--- src/rtl/rxa_pkg.sv ---
package rxa_pkg;
   // Outcome of a handshake cycle at the data register
   typedef enum logic [1:0] {
      ARR_NONE  = 2'd0,
      ARR_STORE = 2'd1,
      ARR_DROP  = 2'd2
   } arr_kind_e;
endpackage

--- src/rtl/rxa_pace_timer.sv ---
module rxa_pace_timer #(
   parameter int TIMER_W = 16
) (
   input  logic               clk,
   input  logic               rst_n,
   input  logic               load,
   input  logic [TIMER_W-1:0] load_val,
   output logic               expired
);
   localparam logic [TIMER_W-1:0] ZERO = '0;
   localparam logic [TIMER_W-1:0] ONE  = {{(TIMER_W-1){1'b0}}, 1'b1};

   logic [TIMER_W-1:0] cnt_q;

   // Reset leaves the counter at zero: the first byte is not held back
   always_ff @(posedge clk or negedge rst_n) begin
      if (!rst_n)
         cnt_q <= ZERO;
      else if (load)
         cnt_q <= load_val;
      else if (cnt_q != ZERO)
         cnt_q <= cnt_q - ONE;
   end

   assign expired = (cnt_q == ZERO);
endmodule

--- src/rtl/rxa_capture.sv ---
module rxa_capture
   import rxa_pkg::*;
#(
   parameter int DATA_W     = 8,
   parameter bit RESET_DATA = 1'b1
) (
   input  logic              clk,
   input  logic              rst_n,
   input  logic              accept,
   input  logic [DATA_W-1:0] in_data,
   input  logic              full_clr,
   output arr_kind_e         kind,
   output logic [DATA_W-1:0] rx_data,
   output logic              full_flag
);
   logic full_q;
   logic still_full;

   // A read strobe in the same cycle frees the register for the new byte
   assign still_full = full_q & ~full_clr;

   always_comb begin
      if (!accept)
         kind = ARR_NONE;
      else if (still_full)
         kind = ARR_DROP;
      else
         kind = ARR_STORE;
   end

   // The set from a store wins over the clear
   always_ff @(posedge clk or negedge rst_n) begin
      if (!rst_n)
         full_q <= 1'b0;
      else
         full_q <= (kind == ARR_STORE) | still_full;
   end

   generate
      if (RESET_DATA) begin : g_data_rst
         logic [DATA_W-1:0] data_q;
         always_ff @(posedge clk or negedge rst_n) begin
            if (!rst_n)
               data_q <= '0;
            else if (kind == ARR_STORE)
               data_q <= in_data;
         end
         assign rx_data = data_q;
      end else begin : g_data_norst
         logic [DATA_W-1:0] data_q;
         always_ff @(posedge clk) begin
            if (kind == ARR_STORE)
               data_q <= in_data;
         end
         assign rx_data = data_q;
      end
   endgenerate

   assign full_flag = full_q;
endmodule

--- src/rtl/rxa_status_irq.sv ---
module rxa_status_irq
   import rxa_pkg::*;
(
   input  logic      clk,
   input  logic      rst_n,
   input  arr_kind_e kind,
   input  logic      brk_evt,
   input  logic      err_clr,
   input  logic      irq_en,
   output logic      ovr_flag,
   output logic      frm_flag,
   output logic      rxi_pulse,
   output logic      eri_level
);
   logic ovr_q, frm_q, rxi_q, eri_q;
   logic ovr_set, err_set;

   assign ovr_set = (kind == ARR_DROP);
   assign err_set = ovr_set | brk_evt;

   always_ff @(posedge clk or negedge rst_n) begin
      if (!rst_n) begin
         ovr_q <= 1'b0;
         frm_q <= 1'b0;
         rxi_q <= 1'b0;
         eri_q <= 1'b0;
      end else begin
         ovr_q <= ovr_set | (ovr_q & ~err_clr);
         frm_q <= brk_evt | (frm_q & ~err_clr);
         rxi_q <= (kind == ARR_STORE) & irq_en;
         // Level held until a clear or until the enable drops
         eri_q <= irq_en & (err_set | (eri_q & ~err_clr));
      end
   end

   assign ovr_flag  = ovr_q;
   assign frm_flag  = frm_q;
   assign rxi_pulse = rxi_q;
   assign eri_level = eri_q;
endmodule

--- src/rtl/paced_rx_acceptor.sv ---
module paced_rx_acceptor
   import rxa_pkg::*;
#(
   parameter int DATA_W     = 8,
   parameter int TIMER_W    = 16,
   parameter bit RESET_DATA = 1'b1
) (
   input  logic               clk,
   input  logic               rst_n,
   input  logic               rx_en,
   input  logic               rx_irq_en,
   input  logic [TIMER_W-1:0] frame_cycles,
   input  logic               in_valid,
   input  logic [DATA_W-1:0]  in_data,
   output logic               in_ready,
   input  logic               brk_evt,
   input  logic               full_clr,
   input  logic               err_clr,
   output logic [DATA_W-1:0]  rx_data,
   output logic               full_flag,
   output logic               ovr_flag,
   output logic               frm_flag,
   output logic               rxi_pulse,
   output logic               eri_level
);
   generate
      if (DATA_W < 1) begin : g_bad_data_w
         $error("paced_rx_acceptor: DATA_W must be at least 1");
      end
      if (TIMER_W < 1 || TIMER_W > 32) begin : g_bad_timer_w
         $error("paced_rx_acceptor: TIMER_W must lie in 1..32");
      end
   endgenerate

   logic      pace_done;
   logic      accept;
   arr_kind_e kind;

   assign in_ready = rx_en & pace_done;
   assign accept   = in_valid & in_ready;

   rxa_pace_timer #(.TIMER_W(TIMER_W)) u_pace (
      .clk      (clk),
      .rst_n    (rst_n),
      .load     (accept),
      .load_val (frame_cycles),
      .expired  (pace_done)
   );

   rxa_capture #(.DATA_W(DATA_W), .RESET_DATA(RESET_DATA)) u_cap (
      .clk       (clk),
      .rst_n     (rst_n),
      .accept    (accept),
      .in_data   (in_data),
      .full_clr  (full_clr),
      .kind      (kind),
      .rx_data   (rx_data),
      .full_flag (full_flag)
   );

   rxa_status_irq u_stat (
      .clk       (clk),
      .rst_n     (rst_n),
      .kind      (kind),
      .brk_evt   (brk_evt),
      .err_clr   (err_clr),
      .irq_en    (rx_irq_en),
      .ovr_flag  (ovr_flag),
      .frm_flag  (frm_flag),
      .rxi_pulse (rxi_pulse),
      .eri_level (eri_level)
   );
endmodule

--- config.mk ---
export PLATFORM = sky130hd
export DESIGN_NAME = paced_rx_acceptor
export DESIGN_NICKNAME = d
export VERILOG_FILES = /design/src/rtl/rxa_pkg.sv /design/src/rtl/rxa_pace_timer.sv /design/src/rtl/rxa_capture.sv /design/src/rtl/rxa_status_irq.sv /design/src/rtl/paced_rx_acceptor.sv
export SDC_FILE = /design/constraint.sdc
export NUM_CORES = 1
export LEC_CHECK = 0
export ABC_AREA = 1
export BUFFER_PORTS_ARGS = -buffer_cell sky130_fd_sc_hd__buf_2
export CAP_MARGIN = 30
export CORE_MARGIN = 1.5
export CORE_UTILIZATION = 55
export CTS_CLUSTER_DIAMETER = 80
export DETAILED_ROUTE_END_ITERATION = 16
export PLACE_DENSITY = 0.83
export SETUP_SLACK_MARGIN = 0.3
export SLEW_MARGIN = 10
export SYNTH_ARGS = -nofsm -noshare
export SYNTH_HDL_FRONTEND = slang
export SYNTH_SLANG_ARGS = --single-unit
--- constraint.sdc ---
create_clock -name clk -period 4 [get_ports clk]
set_input_delay 0.2 -clock clk [delete_from_list [all_inputs] [get_ports clk]]
set_output_delay 0.2 -clock clk [all_outputs]
set_load 0.01 [all_outputs]
==> impl_summary.log <==
[metrics] outcome: completed
[metrics] leakage: 1.119 nW
[metrics] Overall Power: 0.5833 mW
[metrics] total setup buffers inserted after CTS: 0
[metrics] Setup crit end kind: output pin
[metrics] XOR/XNOR share of the synthesized area: 0.03182
[metrics] post-synthesis mux area share: 0
[metrics] arrival time reported for the critical path endpoint: 1730 ps
[metrics] Post-layout nets: 295
[metrics] worst hold stages: 2
[metrics] family of cells with the greatest summed delay on the critical path: simple AND/OR/NAND/NOR gates
[metrics] area growth from synthesis to layout: 20.99%
[metrics] timing startpoint of the critical path: u_pace.cnt_q[0]
[metrics] end point of the most critical hold path: u_stat.frm_flag
[metrics] element type at the critical path start: register
[metrics] min-delay src: brk_evt
[metrics] sequential area share after synthesis: 0.4394
[metrics] largest net degree at the start of global routing: 30
[metrics] setup slack on the worst flop-to-flop path: 2230 ps
[metrics] height of the chip: 57.80 microns
[metrics] Crit Path Category: register to output pin
[metrics] Routed wire per std cell: 11.34 microns
[metrics] final setup vio count: 0
[metrics] critical-path cell list: inv_1 -> ha_1 -> nand2_1 -> nor2_4 -> nand2_8 -> nor2_8 -> buf_2
[metrics] Final Hold Violating Endpoints: 0
[metrics] max cap viols: 0
[metrics] number of antenna repair diodes: 0
[metrics] number of instances resized during post-cts repair: 0
[metrics] row count: 19
[metrics] clock tree from TritonCTS: done
[metrics] Bufs and invs on worst path: 2
[metrics] capturing point of the worst reg2reg path: u_cap.rx_data[0]
[metrics] Relative slew margins: 0.5808
[metrics] Max Freq: 518.3 MHz
[metrics] Die Wd: 57.80 microns
[metrics] power density over the cells: 291.9 nW/um^2
[metrics] # clock sinks: 29
[metrics] delay of the slowest cell on the worst path: 370 ps
[metrics] Total Die Area: 3341 sq um
[metrics] Crit Path Max Fanout: 10
[metrics] # DRC: 0
[metrics] post-route setup TNS: 0 ps
[metrics] Clock Latency Late Sink: 320 ps
[metrics] initial standard-cell utilization of the core: 0.5888
[metrics] most frequent cells in the layout: sky130_fd_sc_hd__nand2_1, sky130_fd_sc_hd__buf_2, sky130_fd_sc_hd__dfrtp_1
[metrics] Root Driver: sky130_fd_sc_hd__clkbuf_4
[metrics] GRT Total Usage: 0.2424
[metrics] cell with the biggest individual delay on the critical path: sky130_fd_sc_hd__dfrtp_1
[metrics] post-synthesis compound-gate area fraction: 0.05379
[metrics] top post-synthesis cells by area: sky130_fd_sc_hd__dfrtp_1, sky130_fd_sc_hd__nand2_1, sky130_fd_sc_hd__inv_1
[metrics] global-route wire length before repair: 6147 microns
[metrics] gp weighted congestion: 0.8565
[metrics] final routed wirelength across all metal layers: 3322 microns
[metrics] synthesized-area fraction occupied by and/or/nand/nor cells: 0.4106
[metrics] number of detailed-routing iterations run before antenna repair: 4
[metrics] fraction of final layout cells sized beyond drive strength 1: 0.2672
[metrics] clock buffers created by TritonCTS: 5
[metrics] portion of the clock cycle consumed by the worst path in the final layout: 0.4823
[metrics] adder-cell share of the synthesized area: 0.01515
[metrics] warnings from Yosys: 0
[metrics] most frequent standard cell in the layout excluding fill and tap cells: sky130_fd_sc_hd__nand2_1
[metrics] number of levels in the clock H-tree: 2
[metrics] number of instances in the synthesized netlist: 210
[metrics] 1st-iter DRT viols: 56
[metrics] clock period minus final worst setup slack: 1929 ps
[metrics] Distinct cells, synth: 26
[metrics] combinational family with the most area after synthesis: simple AND/OR/NAND/NOR gates
[metrics] post-detailed-placement half-perimeter wirelength: 2532 microns
[metrics] Cell Area, Synth: 1652 sq um
[metrics] clock-pin slew reported for the worst setup and hold paths after clock tree synthesis: 90 ps
[metrics] fin area: 1998 sq um
[metrics] setup ws final: 2071 ps
[metrics] Post-Synthesis Mean Instance Area: 7.865 sq um
[metrics] transition time at the pin with the least slew margin: 628.8 ps
[metrics] routed vias: 1507
[metrics] RSZ-0062 raised after global routing: false
[metrics] clock skew: 7.821 ps
[metrics] antenna violations before repair: 0
[metrics] PortBufs: 45
[metrics] number of nets with antenna violations after detailed routing: 0
[metrics] area post-placement: 1903 sq um
[metrics] Data required, critical path: 3800 ps
[metrics] number of global-route vias before repair: 1483
[metrics] top cell type by total area after synthesis: sky130_fd_sc_hd__dfrtp_1
[metrics] Final Max Tran Viols: 0
[metrics] Hold WC Path Type: primary input to register
[metrics] number of flip-flops and latches in the synthesized netlist: 29
[metrics] startpoint of the most critical register-to-register path: u_pace.cnt_q[0]
[metrics] portion of synthesized cell area occupied by the leading cell type: 0.4394
[metrics] peak supply drop: 0.2687 mV
[metrics] number of cells traversed by the worst register-to-register path: 9
[metrics] standard cell core area: 2805 sq um
[metrics] Avg Vias per Cell: 5.143
[metrics] GRT Residual Overflow: 0
[metrics] dpl ws: 2203 ps
[metrics] number of I/O pins: 46
[metrics] post-synth net total: 244
[metrics] Bufs on Longest Clock Path: 2
## logic make-up (layout without fill, tap and decap cells)
family | after synthesis | after routing
xor gates and xnor gates | 6 | 6
adders and majority gates | 2 | 2
buffers and inverters | 20 | 72
DFF | 29 | 29
and+or+nand+nor | 138 | 138
AOI/OAI and AO/OA | 15 | 15
## power breakdown
part | leakage [nW] | switching (mW) | internal, mW
Clock | 0.0455 | 0.101 | 0.149
Sequential | 0.375 | 0.00198 | 0.295
Combinational | 0.699 | 0.0195 | 0.0159
Total | 1.12 | 0.123 | 0.461
## cell usage after synthesis, drive strengths merged
cell	count
a21o	1
a21oi	11
buf	1
clkbuf	1
clkinv	1
dfrtp	29
ha	2
inv	17
nand2	90
nand3	11
nand3b	8
nand4	2
nor2	26
o21ai	3
or2	1
xnor2	3
xor2	3
## layout make-up
type	instances	area [sq um]
Clock buffer	7	55.05
Clock inverter	1	30.03
Fill cell	231	807.0
Inverter	18	68.82
Multi-Input combinational cell	161	844.6
Sequential cell	29	725.7
Tap cell	31	38.79
Timing Repair Buffer	46	235.2
## flip-flops by register name (all words and copies together), names as in the netlist
| register | cells |
|---|---|
| u_pace.cnt_q | 16 |
| u_stat.ovr_flag | 1 |
| u_stat.rxi_pulse | 1 |
| u_cap.full_flag | 1 |
| u_stat.frm_flag | 1 |
| u_stat.eri_level | 1 |
| u_cap.rx_data | 8 |
## routing by layer
layer / part of all wire / track usage
met3: 0.067 / 0.06027
met2: 0.48 / 0.3961
met5: 0 / 0
met1: 0.44 / 0.3132
met4: 0.014 / 0.08970
## repair_timing
item | in CTS | in global routing
hold endpoints to repair | 29 | 0
hold buffers | 1 | 0
endpoints found under the setup margin | 0 | 0
## per-stage QoR
| step | std cells | hold WS [ps] | util |
|---|---|---|---|
| final | 293 | 63.83 | 0.7123 |
| after global routing | 293 | 62.76 | 0.7123 |
| after CTS | 293 | 58.53 | 0.7123 |
| after detailed placement | 284 | 255.5 | 0.6784 |
| after global placement | 284 | 254.1 | 0.6784 |
| after floorplan | 210 | -95.59 | - |
## worst max-delay path by stage
stage / endpoint / cells after the start / slack [ps]
after floorplan: u_pace.cnt_q[11] / 8 / 2540
after global placement: u_cap.rx_data[0] / 9 / 2330
after detailed placement: u_cap.rx_data[0] / 9 / 2200
after CTS: in_ready / 7 / 2050
after global routing: in_ready / 7 / 1920
final: in_ready / 7 / 2070
Power figures use the tool's default switching activity.
